$ cat src/rtl/rtc_cal_pkg.sv
package rtc_cal_pkg;

    typedef enum logic [1:0] {
        ST_HALT  = 2'd0,
        ST_PLAIN = 2'd1,
        ST_SHORT = 2'd2,
        ST_LONG  = 2'd3
    } sec_state_e;

    localparam int unsigned POS_TRIM = 256;
    localparam int unsigned NEG_TRIM = 128;

endpackage

$ cat src/rtl/rtc_min_track.sv
module rtc_min_track #(
    parameter int SEC_PER_MIN = 60,
    parameter int MAG_W       = 5
) (
    input  logic             clk,
    input  logic             rst_n,
    input  logic             sec_adv,
    input  logic [MAG_W-1:0] cal_mag,
    output logic             mod_now,
    output logic             mod_next,
    output logic             min_pulse,
    output logic [MAG_W:0]   idx
);
    localparam int IDX_W = MAG_W + 1;
    localparam int SEC_W = (SEC_PER_MIN > 1) ? $clog2(SEC_PER_MIN) : 1;

    logic [SEC_W-1:0] sec_q, sec_d;
    logic [IDX_W-1:0] idx_q, idx_d;
    logic [IDX_W-1:0] span;
    logic             sec_last, min_wrap;

    assign span     = {cal_mag, 1'b0};
    assign sec_last = (sec_q == SEC_W'(SEC_PER_MIN - 1));
    assign min_wrap = sec_adv && sec_last;

    always_comb begin
        sec_d = sec_q;
        idx_d = idx_q;
        if (sec_adv) begin
            sec_d = sec_last ? '0 : sec_q + SEC_W'(1);
        end
        if (min_wrap) begin
            idx_d = idx_q + IDX_W'(1);
        end
    end

    assign mod_now  = (sec_q == '0) && (idx_q < span);
    assign mod_next = (sec_d == '0) && (idx_d < span);

    always_ff @(posedge clk) begin
        if (!rst_n) begin
            sec_q     <= '0;
            idx_q     <= '0;
            min_pulse <= 1'b0;
        end else begin
            sec_q     <= sec_d;
            idx_q     <= idx_d;
            min_pulse <= min_wrap;
        end
    end

    assign idx = idx_q;

    // the minute index wraps to zero after its last value
    a_r6_idx_wraps: assert property (@(posedge clk) disable iff (!rst_n)
        (min_wrap && (idx_q == '1)) |=> (idx_q == '0));

endmodule

$ cat src/rtl/rtc_div_fsm.sv
module rtc_div_fsm
    import rtc_cal_pkg::*;
#(
    parameter int DIV_W = 15
) (
    input  logic       clk,
    input  logic       rst_n,
    input  logic       tick,
    input  logic       stop,
    input  logic       cnt_load,
    input  logic       cal_pos,
    input  logic       mod_now,
    input  logic       mod_next,
    output logic       sec_adv,
    output logic       sec_pulse,
    output sec_state_e state
);
    localparam int CW        = DIV_W + 1;
    localparam int NOM_LEN   = 1 << DIV_W;
    localparam int SHORT_LEN = NOM_LEN - int'(POS_TRIM);
    localparam int LONG_LEN  = NOM_LEN + int'(NEG_TRIM);

    sec_state_e    state_q, state_d;
    logic [CW-1:0] div_q;
    logic [CW-1:0] term;
    logic          running;

    function automatic sec_state_e pick(input logic modified, input logic pos);
        if (!modified) return ST_PLAIN;
        return pos ? ST_SHORT : ST_LONG;
    endfunction

    assign running = (state_q != ST_HALT);

    always_comb begin
        unique case (state_q)
            ST_SHORT: term = CW'(SHORT_LEN - 1);
            ST_LONG:  term = CW'(LONG_LEN - 1);
            ST_HALT,
            ST_PLAIN: term = CW'(NOM_LEN - 1);
        endcase
    end

    assign sec_adv = running && !stop && !cnt_load && tick && (div_q == term);

    // next-state logic
    always_comb begin
        state_d = state_q;
        unique case (state_q)
            ST_HALT: begin
                if (!stop) state_d = pick(mod_now, cal_pos);
            end
            ST_PLAIN, ST_SHORT, ST_LONG: begin
                if (stop)          state_d = ST_HALT;
                else if (cnt_load) state_d = pick(mod_now, cal_pos);
                else if (sec_adv)  state_d = pick(mod_next, cal_pos);
            end
        endcase
    end

    // state register
    always_ff @(posedge clk) begin
        if (!rst_n) state_q <= ST_HALT;
        else        state_q <= state_d;
    end

    // divider datapath
    always_ff @(posedge clk) begin
        if (!rst_n) begin
            div_q <= '0;
        end else if (cnt_load) begin
            div_q <= '0;
        end else if (running && !stop && tick) begin
            div_q <= sec_adv ? '0 : div_q + CW'(1);
        end
    end

    // outputs
    always_ff @(posedge clk) begin
        if (!rst_n) sec_pulse <= 1'b0;
        else        sec_pulse <= sec_adv;
    end

    assign state = state_q;

    // a held divider produces no second pulse
    a_r8_stop_blocks_pulse: assert property (@(posedge clk) disable iff (!rst_n)
        stop |=> !sec_pulse);

    // a counter write wins over a terminal count
    a_r9_load_blocks_pulse: assert property (@(posedge clk) disable iff (!rst_n)
        cnt_load |=> !sec_pulse);

endmodule

$ cat src/rtl/rtc_ft_gen.sv
module rtc_ft_gen #(
    parameter int FT_HALF_LOG2 = 5
) (
    input  logic clk,
    input  logic rst_n,
    input  logic tick,
    input  logic stop,
    input  logic ft_wr,
    input  logic ft_din,
    input  logic afe,
    input  logic wds,
    input  logic wd_zero,
    input  logic pwr_down,
    output logic ft_out,
    output logic ft_bit
);
    localparam int FW = FT_HALF_LOG2 + 1;

    logic [FW-1:0] ft_cnt;
    logic          gate;

    always_ff @(posedge clk) begin
        if (!rst_n)            ft_cnt <= '0;
        else if (tick && !stop) ft_cnt <= ft_cnt + FW'(1);
    end

    always_ff @(posedge clk) begin
        if (!rst_n)        ft_bit <= 1'b0;
        else if (pwr_down) ft_bit <= 1'b0;
        else if (ft_wr)    ft_bit <= ft_din;
    end

    assign gate   = !stop && ft_bit && !afe && (wds || wd_zero);
    assign ft_out = gate && ft_cnt[FW-1];

    // power-down leaves the test-enable bit cleared
    a_r12_pd_clears: assert property (@(posedge clk) disable iff (!rst_n)
        pwr_down |=> !ft_bit);

endmodule

$ cat src/rtl/rtc_cal_prescaler.sv
module rtc_cal_prescaler
    import rtc_cal_pkg::*;
#(
    parameter int DIV_W        = 15,
    parameter int SEC_PER_MIN  = 60,
    parameter int MAG_W        = 5,
    parameter int FT_HALF_LOG2 = 5
) (
    input  logic             clk,
    input  logic             rst_n,
    input  logic             osc_tick,
    input  logic [MAG_W-1:0] cal_mag,
    input  logic             cal_pos,
    input  logic             stop,
    input  logic             cnt_load,
    input  logic             ft_wr,
    input  logic             ft_din,
    input  logic             afe,
    input  logic             wds,
    input  logic             wd_zero,
    input  logic             pwr_down,
    output logic             sec_pulse,
    output logic             min_pulse,
    output logic             ft_out,
    output logic             ft_bit
);
    localparam int IDX_W = MAG_W + 1;

    logic             sec_adv, mod_now, mod_next;
    logic [IDX_W-1:0] idx;
    sec_state_e       state;

    rtc_div_fsm #(.DIV_W(DIV_W)) u_div (
        .clk      (clk),
        .rst_n    (rst_n),
        .tick     (osc_tick),
        .stop     (stop),
        .cnt_load (cnt_load),
        .cal_pos  (cal_pos),
        .mod_now  (mod_now),
        .mod_next (mod_next),
        .sec_adv  (sec_adv),
        .sec_pulse(sec_pulse),
        .state    (state)
    );

    rtc_min_track #(.SEC_PER_MIN(SEC_PER_MIN), .MAG_W(MAG_W)) u_min (
        .clk      (clk),
        .rst_n    (rst_n),
        .sec_adv  (sec_adv),
        .cal_mag  (cal_mag),
        .mod_now  (mod_now),
        .mod_next (mod_next),
        .min_pulse(min_pulse),
        .idx      (idx)
    );

    rtc_ft_gen #(.FT_HALF_LOG2(FT_HALF_LOG2)) u_ft (
        .clk     (clk),
        .rst_n   (rst_n),
        .tick    (osc_tick),
        .stop    (stop),
        .ft_wr   (ft_wr),
        .ft_din  (ft_din),
        .afe     (afe),
        .wds     (wds),
        .wd_zero (wd_zero),
        .pwr_down(pwr_down),
        .ft_out  (ft_out),
        .ft_bit  (ft_bit)
    );

    // the last two minutes of the cycle never run an altered second
    a_r5_no_mod_late: assert property (@(posedge clk) disable iff (!rst_n)
        ((state == ST_SHORT) || (state == ST_LONG)) |-> (idx < {{MAG_W{1'b1}}, 1'b0}));

    // a minute pulse always coincides with a second pulse
    a_r7_min_has_sec: assert property (@(posedge clk) disable iff (!rst_n)
        min_pulse |-> sec_pulse);

endmodule

$ cat config.mk
export PLATFORM = sky130hd
export DESIGN_NAME = rtc_cal_prescaler
export DESIGN_NICKNAME = d
export VERILOG_FILES = /design/src/rtl/rtc_cal_pkg.sv /design/src/rtl/rtc_min_track.sv /design/src/rtl/rtc_div_fsm.sv /design/src/rtl/rtc_ft_gen.sv /design/src/rtl/rtc_cal_prescaler.sv
export SDC_FILE = /design/constraint.sdc
export NUM_CORES = 1
export LEC_CHECK = 0
export BUFFER_PORTS_ARGS = -buffer_cell sky130_fd_sc_hd__buf_2
export CORE_UTILIZATION = 30
export CTS_CLUSTER_DIAMETER = 60
export CTS_CLUSTER_SIZE = 10
export DETAILED_ROUTE_END_ITERATION = 7
export SLEW_MARGIN = 20
export SYNTH_ARGS = -nofsm -noshare
export SYNTH_HDL_FRONTEND = slang
export SYNTH_SLANG_ARGS = --single-unit
$ cat constraint.sdc
create_clock -name clk -period 5.9 [get_ports clk]
set_clock_uncertainty 0.2 [all_clocks]
set_input_delay 1.475 -clock clk [delete_from_list [all_inputs] [get_ports clk]]
set_output_delay 1.475 -clock clk [all_outputs]
set_load 0.1 [all_outputs]
==> metrics, run 1 <==
minimum clock period around 4.6 ns; final worst slack 1.30 ns; Mapped Cells approximately 250; Avg WL per Cell 12.1 um; htree depth 2; GP Congestion 0.794; vias in the first global route 1667; Initial Utilization 31.6%; Gate power share between 7 and 8%; critical path arrival between 4 and 5 ns; share of cells above drive strength 1 13.9%; hpwl dp 3330 um; fillers about 740; total power 504 uW; largest net degree at the start of global routing 25; Vias 1828; commonest non-fill, non-tap cell in the layout dfxtp_1; post-route ant nets 0; setup TNS 0 ns; clock insertion delay at the later pin of the skew report 0.29 ns; # rows 30; worst min path class reg2reg; # placed instances 362; CP Capture Type register; core area 6910 um^2; r2r setup slk 2.08 ns; fin nets just over 300; clock power share 39.1%; CTS tree built; clock sinks 39; hold_buf cts 0; Syn Area/Cell 8.66 um^2; Crit Path Max Fanout 9; grt total ovfl 0; ANT cells 0; R2R depth 14; number of max-cap violations 0; Via density slightly below 5; Die Ht between 80 and 90 um; Pins Over Slew Limit 0; CTS Root Cell clkbuf_8; # setup viols final 0; RSZ-0062 raised after global routing no; hold depth 2; PortBufs 20; number of synthesized flops with an enable pin 0; first-pass GRT wire length about 7600 um; WP data required 5.87 ns; Max Freq about 220 MHz; Net Count, Synth about 280; Worst-Margin Slew 0.676 ns; status completed; Slew HR 54.8%; cell area after synthesis around 2200 um^2; Placement Setup Slack 0.942 ns; Yosys warnings 0; leading cell types in the layout, fill and taps excluded dfxtp_1 (39), nor2_1 (29), nand2_1 (23); final non-filler cell total 370; Initial DRC Count 93; CP startpoint kind input pin; hold_sp u_div.div_q[1]; switching power total 116 uW; internal power approximately 390 uW; crit path kind in2reg; DR pass1 iterations 4; initial antenna violation count 0; GRT Total Usage 12.5%; Yosys cell types 48; WL final ~4500 um; top_reg_cell synth dfxtp_1; Tcrit/Tclk final 78.0%; CTS Buf Count 5; Clk pin slew, worst setup/hold paths 0.07 ns; Reg-to-Reg Start u_min.sec_q[0]; RR Endpoint u_div.state[0]; Worst VDD drop 73.5 uV; PwrDens 203 nW/um^2; post-synthesis async set-or-reset flop share 0%; IO Count 21; clk buf depth 2; Die W 87.3 um; #FFs+latches synth 39; DIE AREA 7620 um^2; Fin. Hold Viols 0; Endpoint, Worst Hold u_div.div_q[1]; Area Growth Syn to Fin 13.8%; DR DRC count 0; post-cts resize count 0; postcts setup bufs 0; Seq/Total Area, Yosys 35.8%; switching share of power between 20% and 30%; Leakage 1.02 nW; Sequential Power Share 53.7%
## cells by family (layout without fill, tap and decap cells)
kind of cell,Yosys count,in the layout,synth area share (%)
flops,39,39,35.8
simple gates,119,119,29.8
xor+xnor,22,22,8.83
buf+inv,15,37,2.69
compound gates,41,41,14.0
mux,3,3,1.38
fa+ha+maj,13,13,7.45
## worst max path at each step
stage | cells after the start | slack [ns] | startpoint | endpoint
5_1_grt | 14 | 0.95 | stop | u_div.state[0]
4_1_cts | 14 | 1.27 | stop | u_div.state[0]
2_1_floorplan | 1 | 1.00 | afe | ft_out
3_5_place_dp | 14 | 0.94 | stop | u_div.state[0]
3_3_place_gp | 14 | 1.08 | stop | u_div.state[0]
6_report | 14 | 1.30 | stop | u_div.state[0]
## worst max-delay path: stages
cell and delay [ns]:
buf_2 0.15, nand2b_2 0.25, nor3_4 0.32, o2111ai_1 0.25, nor2_1 0.24, nand3_1 0.12
xnor2_1 0.19, ha_1 0.29, a2111oi_0 0.54, o211ai_1 0.16, mux2i_1 0.15, nand3_1 0.10
nor4_2 0.21, a31oi_1 0.12
## cell type report
| class | count | area, um^2 | area share, % |
|---|---|---|---|
| multi-input combinational | 198 | 1350 | 54.3 |
| sequential | 39 | 781 | 31.4 |
| tap | 96 | 120 | 4.84 |
| clock buffer | 8 | 100 | 4.03 |
| timing repair buffer | 20 | 100 | 4.03 |
| inverter | 9 | 33.8 | 1.36 |
## power groups by stage
stage / clock (mW) / sequential [mW] / combinational, mW
6_report: 0.197 / 0.271 / 0.0363
4_1_cts: 0.205 / 0.270 / 0.0369
5_1_grt: 0.216 / 0.271 / 0.0410
3_5_place_dp: 0 / 0.277 / 0.0366
3_3_place_gp: 0 / 0.277 / 0.0366
2_1_floorplan: 0 / 0.275 / 0.0250
## metrics by stage
stage | utilization [%] | hold WS (ns) | cell area (um^2)
after detailed placement | 34.5 | 0.286 | 2380
final | 36.0 | 0.291 | 2480
after floorplan | - | 0.249 | 2190
after global placement | 34.5 | 0.265 | 2380
after global routing | 36.0 | 0.329 | 2480
after CTS | 36.0 | 0.297 | 2480
## routing by layer
metal	vias up	part of all wire [%]	global-route usage (%)
li1	944	-	-
met1	843	49	15.8
met2	34	46	21.1
met3	7	3.7	2.56
met4	0	1.8	4.62
met5	-	0	0
## flip-flops by register name, summed over array words and instances (netlist names)
register	cells
u_div.div_q	16
u_ft.ft_cnt	6
u_min.sec_q	6
u_min.idx	6
u_ft.ft_bit	1
u_div.sec_pulse	1
u_min.min_pulse	1
u_div.state	2
## Yosys cell counts (2+ instances only)
library cell / number / share of area (%)
and2_1: 11 / 3.2
o2111ai_1: 2 / 0.80
or3_1: 3 / 0.86
dfxtp_1: 39 / 36
o21ai_0: 6 / 1.4
inv_1: 9 / 1.5
buf_2: 2 / 0.46
clkbuf_1: 4 / 0.69
nand2b_1: 3 / 0.86
mux2i_1: 3 / 1.4
a21boi_0: 4 / 1.4
xor2_1: 10 / 4.0
a21oi_1: 9 / 2.1
a21o_1: 3 / 1.0
nor3b_1: 2 / 0.69
nand2_1: 23 / 4.0
nor3_1: 3 / 0.69
nor4b_1: 3 / 1.2
nand3_1: 11 / 2.5
o211ai_1: 2 / 0.69
o211a_1: 3 / 1.4
o211ai_2: 2 / 1.1
xnor2_1: 12 / 4.8
nor2b_1: 4 / 1.1
nor2_1: 29 / 5.0
ha_1: 13 / 7.5
and4_1: 2 / 0.80
nand4_1: 10 / 2.9
nor4_1: 2 / 0.57
and3_1: 5 / 1.4
Note: power is estimated with default switching activity, not from simulation.
==> run 2: changes to the inputs <==
==> constraint.sdc (replaced) <==
create_clock -name clk -period 4.5 [get_ports clk]
set_clock_uncertainty 0.2 [all_clocks]
set_input_delay 1.125 -clock clk [delete_from_list [all_inputs] [get_ports clk]]
set_output_delay 1.125 -clock clk [all_outputs]
set_load 0.1 [all_outputs]
==> metrics, run 2 (same netlist as run 1, synthesis figures left out) <==
Leakage 1.03 nW; first-pass GRT wire length 7750 um; setup TNS 0 ns; clk buf depth 2; IO Count 21; largest net degree at the start of global routing 25; # setup viols final 0; Die Ht 87.3 um; Worst path slowest cell a2111oi_0; Pins Over Slew Limit 0; fin nets a little over 300; CP Capture Type register; cell breakdown of the critical path buf_2 -> nand2b_2 -> nor3_4 -> o2111ai_1 -> nor2_1 -> nand3_1 -> xnor2_1 -> ha_1 -> a2111oi_0 -> o211ai_1 -> mux2i_1 -> nand3_1 -> nor4_2 -> a31oi_1; PwrDens 259 nW/um^2; critical path arrival roughly 4 ns; WP data required 4.47 ns; hold_buf cts 0; status completed; hold_sp u_div.div_q[1]; ANT cells 0; max FFs per register 16; DR pass1 iterations 6; minimum clock period 4.04 ns; largest register by flop count u_div.div_q; crit-path most repeated cell nand3_1; clock insertion delay at the later pin of the skew report between 0.2 and 0.3 ns; DIE AREA 7620 um^2; Crit Path Max Fanout 5; Fin. Hold Viols 0; Worst-Margin Slew 0.515 ns; Die W 87.3 um; crit path kind in2reg; CTS Root Cell clkbuf_8; Critical Path Start stop; RSZ-0062 raised after global routing no; Tcrit/Tclk final between 80% and 90%; Initial Utilization about a third; PortBufs 20; grt total ovfl 0; number of max-cap violations 0; initial antenna violation count 0; DR DRC count 0; CP startpoint kind input pin; Buf/Inv on CP 1; hpwl dp 3390 um; GRT Total Usage 12.8%; core area 6910 um^2; GP Congestion 0.794; post-cts resize count 0; Worst VDD drop 102 uV; Slew HR 64.8%; CP top delay family simple AND/OR/NAND/NOR gates; crit-path max cell delay 0.53 ns; Vias around 1800; leading cell types in the layout, fill and taps excluded dfxtp_1 (39), nor2_1 (29), nand2_1 (23); worst min path class reg2reg; CTS tree built; Initial DRC Count slightly above 60; Clk pin slew, worst setup/hold paths 0.08 ns; post-route ant nets 0; commonest non-fill, non-tap cell in the layout dfxtp_1; Via density between 4 and 5; WP depth 14; Area Growth Syn to Fin 14.3%; R2R depth 14; postcts setup bufs 0; clock sinks 39; CTS Buf Count 5; WL final between 4000 and 5000 um; vias in the first global route 1716; Max Freq ~250 MHz; worst hold slack 0.274 ns; htree depth 2; share of cells above drive strength 1 14.9%; Reg-to-Reg Start u_min.sec_q[1]; Avg WL per Cell about 12 um; hold depth 2; # rows 30
## run 2: path summary, 6_finish.rpt
path | to | slack (ns)
hold / removal | u_div.div_q[1] | 0.27
setup / recovery | u_div.state[0] | 0.46
setup reg to reg | u_div.state[0] | 0.66
hold reg to reg | u_div.div_q[1] | 0.27
## run 2: tightest hold or removal path: stages, from the launching register on
cell,delay [ns]
dfxtp_1,0.32
nand2_1,0.05
a21oi_1,0.05
## run 2: stage by stage
step                      instance area [um^2]  power (mW)  setup slack (ns)  instances  utilization (%)
after floorplan                           2190       0.394             0.302        252                -
after global placement                    2410       0.411             0.218        365             34.8
after detailed placement                  2410       0.412             0.141        365             34.8
after CTS                                 2490       0.650             0.442        372             36.1
after global routing                      2490       0.672             0.111        372             36.1
final                                     2490       0.645             0.464        372             36.1
## run 2: where the power goes
group	total, mW	switching, mW	internal (mW)	leakage [nW]
Sequential	0.355	0.00680	0.348	0.315
Clock	0.242	0.121	0.120	0.0470
Combinational	0.0480	0.0272	0.0208	0.669
Total	0.645	0.155	0.490	1.03
## run 2: final cells by class
cell class / count / area [um^2]
Clock buffer: 6 / 82.6
Fill cell: 754 / 4410
Multi-Input combinational cell: 198 / 1350
Sequential cell: 39 / 781
Clock inverter: 1 / 5.00
Tap cell: 96 / 120
Inverter: 9 / 33.8
Timing Repair Buffer: 23 / 123
## run 2: layer usage
layer	GRT usage, %	wire length [um]	vias to the layer above	part of all wire, %
met3	2.27	121	4	2.6
met1	16.6	2260	867	49
met5	0	0	-	0
met4	3.13	27	0	0.59
li1	-	-	945	-
met2	21.9	2170	28	47
==> run 3: changes to the inputs <==
--- a/config.mk
+++ b/config.mk
@@ -7,9 +7,11 @@
 export LEC_CHECK = 0
 export BUFFER_PORTS_ARGS = -buffer_cell sky130_fd_sc_hd__buf_2
 export CORE_UTILIZATION = 30
+export CTS_BUF_LIST = sky130_fd_sc_hd__clkbuf_2 sky130_fd_sc_hd__clkbuf_4 sky130_fd_sc_hd__clkbuf_8
 export CTS_CLUSTER_DIAMETER = 60
 export CTS_CLUSTER_SIZE = 10
 export DETAILED_ROUTE_END_ITERATION = 7
+export GPL_ROUTABILITY_DRIVEN = 0
 export SLEW_MARGIN = 20
 export SYNTH_ARGS = -nofsm -noshare
 export SYNTH_HDL_FRONTEND = slang
==> constraint.sdc (replaced) <==
create_clock -name clk -period 4.4 [get_ports clk]
set_clock_uncertainty 0.2 [all_clocks]
set_input_delay 1.1 -clock clk [delete_from_list [all_inputs] [get_ports clk]]
set_output_delay 1.1 -clock clk [all_outputs]
set_load 0.1 [all_outputs]
==> metrics, run 3 (same netlist as run 1, synthesis figures left out) <==
fin nets 306; # placed instances between 300 and 400; R2R depth 14; worst min path class reg2reg; CTS tree built; DIE AREA 7620 um^2; core area 6910 um^2; hold_sp u_div.div_q[1]; r2r setup slk ~0.65 ns; ANT cells 0; htree depth 2; cell breakdown of the critical path buf_2 -> nand2b_2 -> nor3_4 -> o2111ai_1 -> nor2_1 -> nand3_1 -> xnor2_1 -> ha_1 -> a2111oi_1 -> o211ai_1 -> mux2i_1 -> nand3_1 -> nor4_2 -> a31oi_1; crit-path max cell delay 0.50 ns; post-cts resize count 0; grt total ovfl 0; CP top delay family simple AND/OR/NAND/NOR gates; clock insertion delay at the later pin of the skew report 0.29 ns; WL final approximately 4600 um; setup TNS 0 ns; Area Growth Syn to Fin 15.5%; # setup viols final 0; WP data required 4.37 ns; max FFs per register 16; Buf/Inv on CP 1; hold depth 2; Initial Utilization a little under a third; CP startpoint kind input pin; crit-path most repeated cell nand3_1; Slew HR roughly 64%; hold_buf cts 0; postcts setup bufs 0; Reg-to-Reg Start u_min.sec_q[1]; area of all sequential standard cells 781 um^2; WP depth 14; Pins Over Slew Limit 0; status completed; vias in the first global route 1778; Via density 4.97; CTS Root Cell clkbuf_8; # rows 30; hpwl dp 3450 um; Vias around 1900; Max Freq 253 MHz; Leakage 1.04 nW; critical path arrival approximately 4 ns; DR DRC count 0; DR pass1 iterations 4; Tcrit/Tclk final about nine tenths; worst hold slack 0.291 ns; Endpoint, Worst Hold u_div.div_q[1]; fillers around 750; Die W 87.3 um; CP Capture Type register; number of max-cap violations 0; clock sinks 39; leading cell types in the layout, fill and taps excluded dfxtp_1 (39), nor2_1 (29), nand2_1 (23); Clk pin slew, worst setup/hold paths around 0.08 ns; post-route ant nets 0; GRT Total Usage 13.4%; Worst-Margin Slew 0.535 ns; minimum clock period 3.95 ns; CTS Buf Count 5; PwrDens 283 nW/um^2; largest net degree at the start of global routing 25; Avg WL per Cell 12.4 um; total power 712 uW; Crit Path Max Fanout 5; final non-filler cell total 373; largest register by flop count u_div.div_q; clk buf depth 2; Fin. Hold Viols 0; commonest non-fill, non-tap cell in the layout dfxtp_1; area of the multi-input gates 1350 um^2; share of cells above drive strength 1 15.2%; initial antenna violation count 0; PortBufs 20; Initial DRC Count 50; RR Endpoint u_div.state[0]; first-pass GRT wire length between 8000 and 9000 um; RSZ-0062 raised after global routing no; Critical Path Start stop; Worst path slowest cell a2111oi_1; Die Ht 87.3 um; crit path kind in2reg; Worst VDD drop 125 uV; IO Count 21
==> run 3: cell count changes in the layout (fill, tap and decap cells not counted), sizes merged <==
cell,delta
bufinv,+1
clkbuf,-1
clkinv,+1
==> run 3: layer usage <==
| metal | share of wire, % | vias up | global-route usage [%] |
|---|---|---|---|
| met4 | 1.4 | 0 | 4.02 |
| li1 | - | 943 | - |
| met2 | 47 | 28 | 23.0 |
| met3 | 3.0 | 7 | 2.27 |
| met5 | 0 | - | 0 |
| met1 | 48 | 876 | 17.0 |
==> run 3: tightest hold or removal path, delay by kind of cell (launching register included) <==
family	cells	cell delay, ns
flip-flops	1	0.33
AO/OA/AOI/OAI	1	0.05
AND/OR/NAND/NOR	1	0.06
==> run 3: worst max-delay path by stage <==
stage,endpoint
floorplan,ft_out
global placement,u_div.state[0]
detailed placement,u_div.state[0]
CTS,u_div.state[0]
global route,u_div.state[0]
finish,u_div.state[0]
==> run 3: power by group <==
| part | internal (mW) | leakage [nW] | switching [mW] | total, mW |
|---|---|---|---|---|
| clock | 0.169 | 0.0581 | 0.131 | 0.299 |
| sequential | 0.356 | 0.315 | 0.00668 | 0.363 |
| combinational | 0.0214 | 0.669 | 0.0287 | 0.0501 |
==> run 3: final cells by class <==
| type | count | area share, % |
|---|---|---|
| Multi-Input combinational cell | 198 | 53.6 |
| Sequential cell | 39 | 31.0 |
| Timing Repair Buffer | 23 | 4.87 |
| Tap cell | 96 | 4.77 |
| Clock buffer | 5 | 2.73 |
| Clock inverter | 3 | 1.74 |
| Inverter | 9 | 1.34 |
==> run 3: metrics by stage <==
step / instance area [um^2] / util, % / setup WS (ns)
CTS: 2520 / 36.5 / 0.333
global placement: 2410 / 34.8 / 0.123
detailed placement: 2410 / 34.8 / 0.0259
global route: 2520 / 36.5 / 0.0482
floorplan: 2190 / - / 0.252
finish: 2520 / 36.5 / 0.447
